<file path="config.mk">
export PLATFORM = sky130hd
export DESIGN_NAME = ordering_fence_seq
export DESIGN_NICKNAME = d
export VERILOG_FILES = /design/src/rtl/ofs_pkg.sv /design/src/rtl/ofs_plan.sv /design/src/rtl/ofs_fsm.sv /design/src/rtl/ordering_fence_seq.sv
export SDC_FILE = /design/constraint.sdc
export NUM_CORES = 1
export LEC_CHECK = 0
export BUFFER_PORTS_ARGS = -buffer_cell sky130_fd_sc_hd__buf_2
export CAP_MARGIN = 5
export CORE_AREA = 2 2 39 41
export DETAILED_ROUTE_END_ITERATION = 7
export DIE_AREA = 0 0 41 43
export GPL_ROUTABILITY_DRIVEN = 0
export PLACE_DENSITY = 0.67
export SLEW_MARGIN = 20
export SYNTH_ARGS = -nofsm -noshare
export SYNTH_HDL_FRONTEND = slang
export SYNTH_SLANG_ARGS = --single-unit
</file>
<file path="constraint.sdc">
create_clock -name clk -period 1.3 [get_ports clk]
set_clock_uncertainty 0.1 [all_clocks]
set_input_delay 0.065 -clock clk [delete_from_list [all_inputs] [get_ports clk]]
set_output_delay 0.065 -clock clk [all_outputs]
set_load 0.005 [all_outputs]
</file>
<file path="src/rtl/ofs_pkg.sv">
package ofs_pkg;
  typedef enum logic [2:0] {
    ST_IDLE = 3'd0,
    ST_PRE  = 3'd1,
    ST_ACC  = 3'd2,
    ST_POST = 3'd3,
    ST_DONE = 3'd4
  } seq_state_t;

  localparam int KIND_LOAD  = 0;
  localparam int KIND_STORE = 1;
  localparam int KIND_ATOM  = 2;

  localparam int ORDER_NONE = 0;
  localparam int ORDER_RLX  = 1;
  localparam int ORDER_ACQ  = 2;
  localparam int ORDER_REL  = 3;
  localparam int ORDER_AR   = 4;
endpackage

</file>
<file path="src/rtl/ofs_plan.sv">
module ofs_plan
  import ofs_pkg::*;
#(
  parameter int OP_W      = 2,
  parameter int ORD_W     = 3,
  parameter int SEG_W     = 2,
  parameter int LOCAL_SEG = 1
) (
  input  logic [OP_W-1:0]  op_kind,
  input  logic [ORD_W-1:0] mem_order,
  input  logic [SEG_W-1:0] seg_code,
  input  logic             sep_en,
  output logic             need_pre,
  output logic             need_post,
  output logic             bad_code
);
  logic kind_ok, order_ok, bypass, has_rel, has_acq, writes, reads;

  always_comb begin
    kind_ok  = (int'(op_kind) <= KIND_ATOM);
    order_ok = (int'(mem_order) <= ORDER_AR);
    bad_code = !(kind_ok && order_ok);
    bypass   = !sep_en || (int'(seg_code) == LOCAL_SEG);
    has_rel  = (int'(mem_order) == ORDER_REL) || (int'(mem_order) == ORDER_AR);
    has_acq  = (int'(mem_order) == ORDER_ACQ) || (int'(mem_order) == ORDER_AR);
    writes   = (int'(op_kind) == KIND_STORE) || (int'(op_kind) == KIND_ATOM);
    reads    = (int'(op_kind) == KIND_LOAD)  || (int'(op_kind) == KIND_ATOM);
    need_pre  = !bad_code && !bypass && writes && has_rel;
    need_post = !bad_code && !bypass && reads  && has_acq;
  end
endmodule

</file>
<file path="src/rtl/ofs_fsm.sv">
module ofs_fsm
  import ofs_pkg::*;
(
  input  logic clk,
  input  logic rst,
  input  logic start,
  input  logic need_pre,
  input  logic need_post,
  input  logic bad_code,
  input  logic fence_done,
  input  logic acc_done,
  output logic fence_req,
  output logic fence_acq,
  output logic acc_req,
  output logic seq_done,
  output logic seq_err
);
  seq_state_t state, nxt;
  logic post_q, err_q, post_nxt, err_nxt;

  always_comb begin
    nxt      = state;
    post_q_hold: begin end
    post_nxt = post_q;
    err_nxt  = err_q;
    case (state)
      ST_IDLE: if (start) begin
        post_nxt = need_post;
        err_nxt  = bad_code;
        if (bad_code)      nxt = ST_DONE;
        else if (need_pre) nxt = ST_PRE;
        else               nxt = ST_ACC;
      end
      ST_PRE:  if (fence_done) nxt = ST_ACC;
      ST_ACC:  if (acc_done)   nxt = post_q ? ST_POST : ST_DONE;
      ST_POST: if (fence_done) nxt = ST_DONE;
      ST_DONE: nxt = ST_IDLE;
      default: nxt = ST_IDLE;
    endcase
  end

  always_ff @(posedge clk) begin
    if (rst) begin
      state     <= ST_IDLE;
      post_q    <= 1'b0;
      err_q     <= 1'b0;
      fence_req <= 1'b0;
      fence_acq <= 1'b0;
      acc_req   <= 1'b0;
      seq_done  <= 1'b0;
      seq_err   <= 1'b0;
    end else begin
      state     <= nxt;
      post_q    <= post_nxt;
      err_q     <= err_nxt;
      fence_req <= (nxt == ST_PRE) || (nxt == ST_POST);
      fence_acq <= (nxt == ST_POST);
      acc_req   <= (nxt == ST_ACC);
      seq_done  <= (nxt == ST_DONE);
      seq_err   <= (nxt == ST_DONE) && err_nxt;
    end
  end
endmodule

</file>
<file path="src/rtl/ordering_fence_seq.sv">
module ordering_fence_seq #(
  parameter int OP_W      = 2,
  parameter int ORD_W     = 3,
  parameter int SEG_W     = 2,
  parameter int LOCAL_SEG = 1
) (
  input  logic             clk,
  input  logic             rst,
  input  logic             start,
  input  logic [OP_W-1:0]  op_kind,
  input  logic [ORD_W-1:0] mem_order,
  input  logic [SEG_W-1:0] seg_code,
  input  logic             sep_en,
  input  logic             fence_done,
  input  logic             acc_done,
  output logic             fence_req,
  output logic             fence_acq,
  output logic             acc_req,
  output logic             seq_done,
  output logic             seq_err
);
  logic need_pre, need_post, bad_code;

  ofs_plan #(
    .OP_W(OP_W), .ORD_W(ORD_W), .SEG_W(SEG_W), .LOCAL_SEG(LOCAL_SEG)
  ) plan_i (
    .op_kind(op_kind), .mem_order(mem_order), .seg_code(seg_code),
    .sep_en(sep_en), .need_pre(need_pre), .need_post(need_post),
    .bad_code(bad_code)
  );

  ofs_fsm fsm_i (
    .clk(clk), .rst(rst), .start(start),
    .need_pre(need_pre), .need_post(need_post), .bad_code(bad_code),
    .fence_done(fence_done), .acc_done(acc_done),
    .fence_req(fence_req), .fence_acq(fence_acq), .acc_req(acc_req),
    .seq_done(seq_done), .seq_err(seq_err)
  );
endmodule

</file>
# Word-level counts from Yosys, hierarchy flattened

Index checks and enable logic that the tools add are counted.

Output and inout bits: 5
Word-level logic and storage cells: 52
Flip-flop bits (word level): 10
Input port bits: 13

Order comparisons: 2
Multiplexer cells: 10
Eq/ne operators: 13
Reductions and logical operators: 19

Operator list:

| kind               | count |
|---|---|
| $mux 3             | 6 |
| $eq 3x2->1 const B | 4 |
| $eq 3x3->1 const B | 4 |
| $pmux 3 s4         | 1 |
| $logic_and 1x1->1  | 7 |
| $eq 2x2->1 const B | 3 |
| $eq 3x1->1 const B | 2 |
| $logic_or 1x1->1   | 6 |
| $le 3x3->1 const B | 1 |
| $logic_not 1->1    | 3 |
| $logic_not 3->1    | 1 |
| $le 2x2->1 const B | 1 |
| $logic_not 2->1    | 1 |
| $mux 1             | 2 |
| $mux 2             | 1 |
| $reduce_and 2->1   | 1 |

# Longest topological paths before layout

Depth in word-level cells: 12
Depth in mapped cells: 6
Mapped depth without buffers: 6

# Modules after synthesis

Synthesis repeated with hierarchy kept, for this count alone.

Cells, all modules: 58
Area total of the unflattened synthesis: 563.0 µm²

Modules (own cells, without submodules):

| module   | area an instance (µm²) | seq. area each (µm²) | cells an instance | instances |
|---|---|---|---|---|
| ofs_fsm  | 455.4                  | 200.2                | 43                | 1 |
| ofs_plan | 107.6                  | 0.0                  | 15                | 1 |

# Least setup slack after synthesis

OpenSTA, ideal clock, no wires.

Kind: flip-flop to flip-flop
From: register fsm_i.state[2]
To: register fsm_i.acc_req
Setup time: 115 ps
Stages on the path, launching flop included: 5
Clock period less this slack: 1,441 ps
Setup slack: -141 ps
Required time: 1,085 ps
Buffers on the path: 0
Arrival: 1,225 ps
Path through: dfxtp_1 > or4b_4 > a21oi_2 > a21oi_2 > and3_1

Word-level cells in the longest chain between the ends: 3
Elaborated cells on any way between the ends: 10
Those cells by class: 4 x eq/ne; 5 x mux; 1 x reduce/logical

Ends and longest elaborated chain:

| what                                     | line          | RTL |
|---|---|---|
| start, declared                          | ofs_fsm.sv:18 | `seq_state_t state, nxt;` |
| start signal, assigned                   | ofs_fsm.sv:53 | `state <= nxt;` |
| $eq 3x2->1, or another cell as far along | ofs_fsm.sv:26 | `case (state)` |
| $pmux 3 s4 *                             | ofs_fsm.sv:26 |  |
| $eq 3x2->1 *                             | ofs_fsm.sv:58 | `acc_req <= (nxt == ST_ACC);` |
| end signal, assigned                     | ofs_fsm.sv:58 |  |
| end, declared                            | ofs_fsm.sv:14 | `output logic acc_req,` |

Mark *: on every way between the ends. The rest lies on a longest branch, timed or not.
A chain may end at the register's enable or synchronous reset.

# Worst setup path in the final report

From: register fsm_i.state[1]
To: register fsm_i.acc_req

The elaborated chain is that of the path after synthesis.

==> results.sh <==
export IMPL_finalPower_uw=778
export IMPL_post_synth_num_cell_types=26
export IMPL_timing_final_hold_violations=0
export IMPL_slew_headroom=0.763
export IMPL_grt_overflow_total=0
export IMPL_whs_ps=55.2
export IMPL_r2r_setup_slack_ps=-180
export IMPL_cts_buffers=3
export IMPL_p_seq_frac=0.424
export IMPL_ys_ff_latch=10
export IMPL_worstHoldEndpoint="fsm_i.post_q$_SDFFE_PP0P_"
export IMPL_ctsHtreeMaxLevel=1
export IMPL_clockPowerShare=0.364
export IMPL_reg2regPathDepth=4
export IMPL_post_route_period_util=1.14
export IMPL_grt_pass1_wl_um=1920
export IMPL_cp_start_kind="flop"
export IMPL_fin_nets=107
export IMPL_dieArea_um2=1760
export IMPL_cts_root_buffer="clkbuf_4"
export IMPL_end_kind="flop"
export IMPL_drc_errors=0
export IMPL_synth_net_count=73
export IMPL_clkLatencyLatePin_ps=270
export IMPL_track_usage=0.168
export IMPL_final_core_util=0.579
export IMPL_r2r_end="fsm_i.acc_req$_SDFF_PP0_"
export IMPL_pre_cts_slack_ps=-152
export IMPL_vdd_drop_max_uv=518
export IMPL_switching_share=0.254
export IMPL_first_pass_iters=4
export IMPL_cap_viol_max_count=0
export IMPL_antenna_cells=0
export IMPL_wirelength_um=1200
export IMPL_grt_max_degree=10
export IMPL_drt_iter0_drc=8
export IMPL_slew_violations=0
export IMPL_clock_fmax_mhz=676
export IMPL_path_clk_slew_ps=70
export IMPL_status="finished, violations left"
export IMPL_tightest_slew_ps=354
export IMPL_pwr_share_comb=0.212
export IMPL_cts_tree="done"
export IMPL_std_cell_rows=14
export IMPL_cts_sinks=10
export IMPL_failed_checks="negative setup slack"
export IMPL_stdcell_count=106
export IMPL_ant_nets=0
export IMPL_area_delta_synth_final_pct=56.1
export IMPL_critPathMaxFanout=4
export IMPL_holdPathStages=4
export IMPL_vias_per_cell=4.88
export IMPL_syn_inst=57
export IMPL_io_pins=18
export IMPL_port_buffers=17
export IMPL_crit_required_ps=1360
export IMPL_min_from="mem_order[1]"
export IMPL_dp_cells=101
export IMPL_p_sw_uw=197
export IMPL_initial_utilization=0.371
export IMPL_period_minus_slack_ps=1480
export IMPL_syn_cell_area_um2=513
export IMPL_power_leakage_nw=0.376
export IMPL_p_int_uw=581
export IMPL_cts_setup_buffers=0
export IMPL_dpl_hpwl_um=948
export IMPL_final_common_cell="buf_2"
export IMPL_layout_common_cells="17 x buf_2, 12 x buf_4, 7 x dfxtp_1"
export IMPL_report_final_setup_viol=8
export IMPL_dieWidth_um=41
export IMPL_rsz0062_at_grt="true"
export IMPL_p_per_area_nw_per_um2=972
export IMPL_syn_avg_cell_area_um2=9.00
export IMPL_ys_seq_area_frac=0.390
export IMPL_finalWorstSetupSlack_ps=-180
export IMPL_die_h_um=43
export IMPL_drive_above_1_share=0.511
export IMPL_cts_path_max_buffers=2
export IMPL_min_path_type="input pin to flop"
export IMPL_coreArea_um2=1380
export IMPL_reg2reg_from="fsm_i.state[1]$_SDFF_PP0_"
export IMPL_arrival_ps=1540
export IMPL_avgRoutedWirePerCell_um=11.3
export IMPL_grt_pass1_vias=475
export IMPL_antenna_found_initial=0
export IMPL_vias=517
export IMPL_critPathKind="flop to flop"
export IMPL_nFillCells=124
export IMPL_synth_yosys_warnings=0
## power groups by stage
stage                     logic (mW)  registers [mW]  clock network, mW
after global placement         0.141           0.337                  0
final                          0.165           0.330              0.283
after detailed placement       0.144           0.338                  0
after floorplan               0.0706           0.339                  0
after global routing           0.181           0.332              0.304
after CTS                      0.154           0.330              0.287
## critical path, cell delays in order, from the launching register on
cell,delay [ps]
dfxtp_2,340
or4b_4,570
a21oi_4,160
a21oi_4,60
and3_1,140
## metal layers
metal,wire length (µm),vias up,GRT usage
li1,-,271,-
met1,519,225,0.182
met2,592,17,0.281
met3,58,4,0.0314
met4,26,0,0.100
met5,0,-,0
## registers in the layout, indices dropped and copies added (netlist names)
register / count
fsm_i.fence_req: 1
fsm_i.state: 3
fsm_i.fence_acq: 1
fsm_i.seq_done: 1
fsm_i.seq_err: 1
fsm_i.acc_req: 1
fsm_i.err_q: 1
fsm_i.post_q: 1
## area by class of cell
type                            count  area, µm²  area share
Multi-Input combinational cell     42        338       0.422
Sequential cell                    10        206       0.258
Timing Repair Buffer               30        185       0.231
Clock buffer                        4       36.3      0.0453
Tap cell                           16       20.0      0.0250
Inverter                            4       15.0      0.0188
## Yosys cell counts (all sizes together)
cell / instances / area (µm²)
nor4bb: 1 / 10.0
nand3: 2 / 10.0
nor3: 4 / 20.0
clkbuf: 1 / 3.75
nand2: 4 / 15.0
dfxtp: 10 / 200
ha: 3 / 37.5
nor4b: 2 / 23.8
a31oi: 1 / 6.26
nand4b: 1 / 8.76
xor2: 1 / 8.76
nor2b: 2 / 12.5
inv: 4 / 15.0
nor2: 5 / 18.8
and2b: 1 / 10.0
and3b: 1 / 8.76
a21oi: 5 / 32.5
or4b: 1 / 13.8
a2111oi: 1 / 8.76
or3b: 1 / 8.76
and3: 2 / 12.5
nor3b: 1 / 12.5
o21ai: 3 / 15.0
## kinds of logic after synthesis
kind of cell,after synthesis,share of synthesized area
compound gates,10,0.122
xor+xnor,1,0.0171
fa+ha+maj,3,0.0732
buf+inv,5,0.0366
flops,10,0.390
simple gates,28,0.361
## how the worst max path moves through the flow
| stage | start | to | slack (ps) |
|---|---|---|---|
| final | fsm_i.state[1]$_SDFF_PP0_ | fsm_i.acc_req$_SDFF_PP0_ | -180 |
| after floorplan | fsm_i.state[1]$_SDFF_PP0_ | fsm_i.acc_req$_SDFF_PP0_ | -70 |
| after CTS | fsm_i.state[1]$_SDFF_PP0_ | fsm_i.acc_req$_SDFF_PP0_ | -170 |
| after global routing | fsm_i.state[1]$_SDFF_PP0_ | fsm_i.acc_req$_SDFF_PP0_ | -190 |
| after global placement | fsm_i.state[1]$_SDFF_PP0_ | fsm_i.acc_req$_SDFF_PP0_ | -150 |
| after detailed placement | fsm_i.state[0]$_SDFF_PP0_ | fsm_i.acc_req$_SDFF_PP0_ | -150 |
## timing repair
item,CTS,global route
pin swaps,2,3
endpoints found under the setup margin,8,8
endpoints found under the hold margin,6,0
hold buffers,1,0
gates resized for setup,3,5
## metrics by stage
stage | cell area (µm²) | setup TNS (ps)
detailed placement | 711 | -633
finish | 801 | -665
floorplan | 519 | -138
global route | 801 | -1050
global placement | 711 | -540
CTS | 773 | -785
No activity file was read; power rests on OpenSTA's default activity.
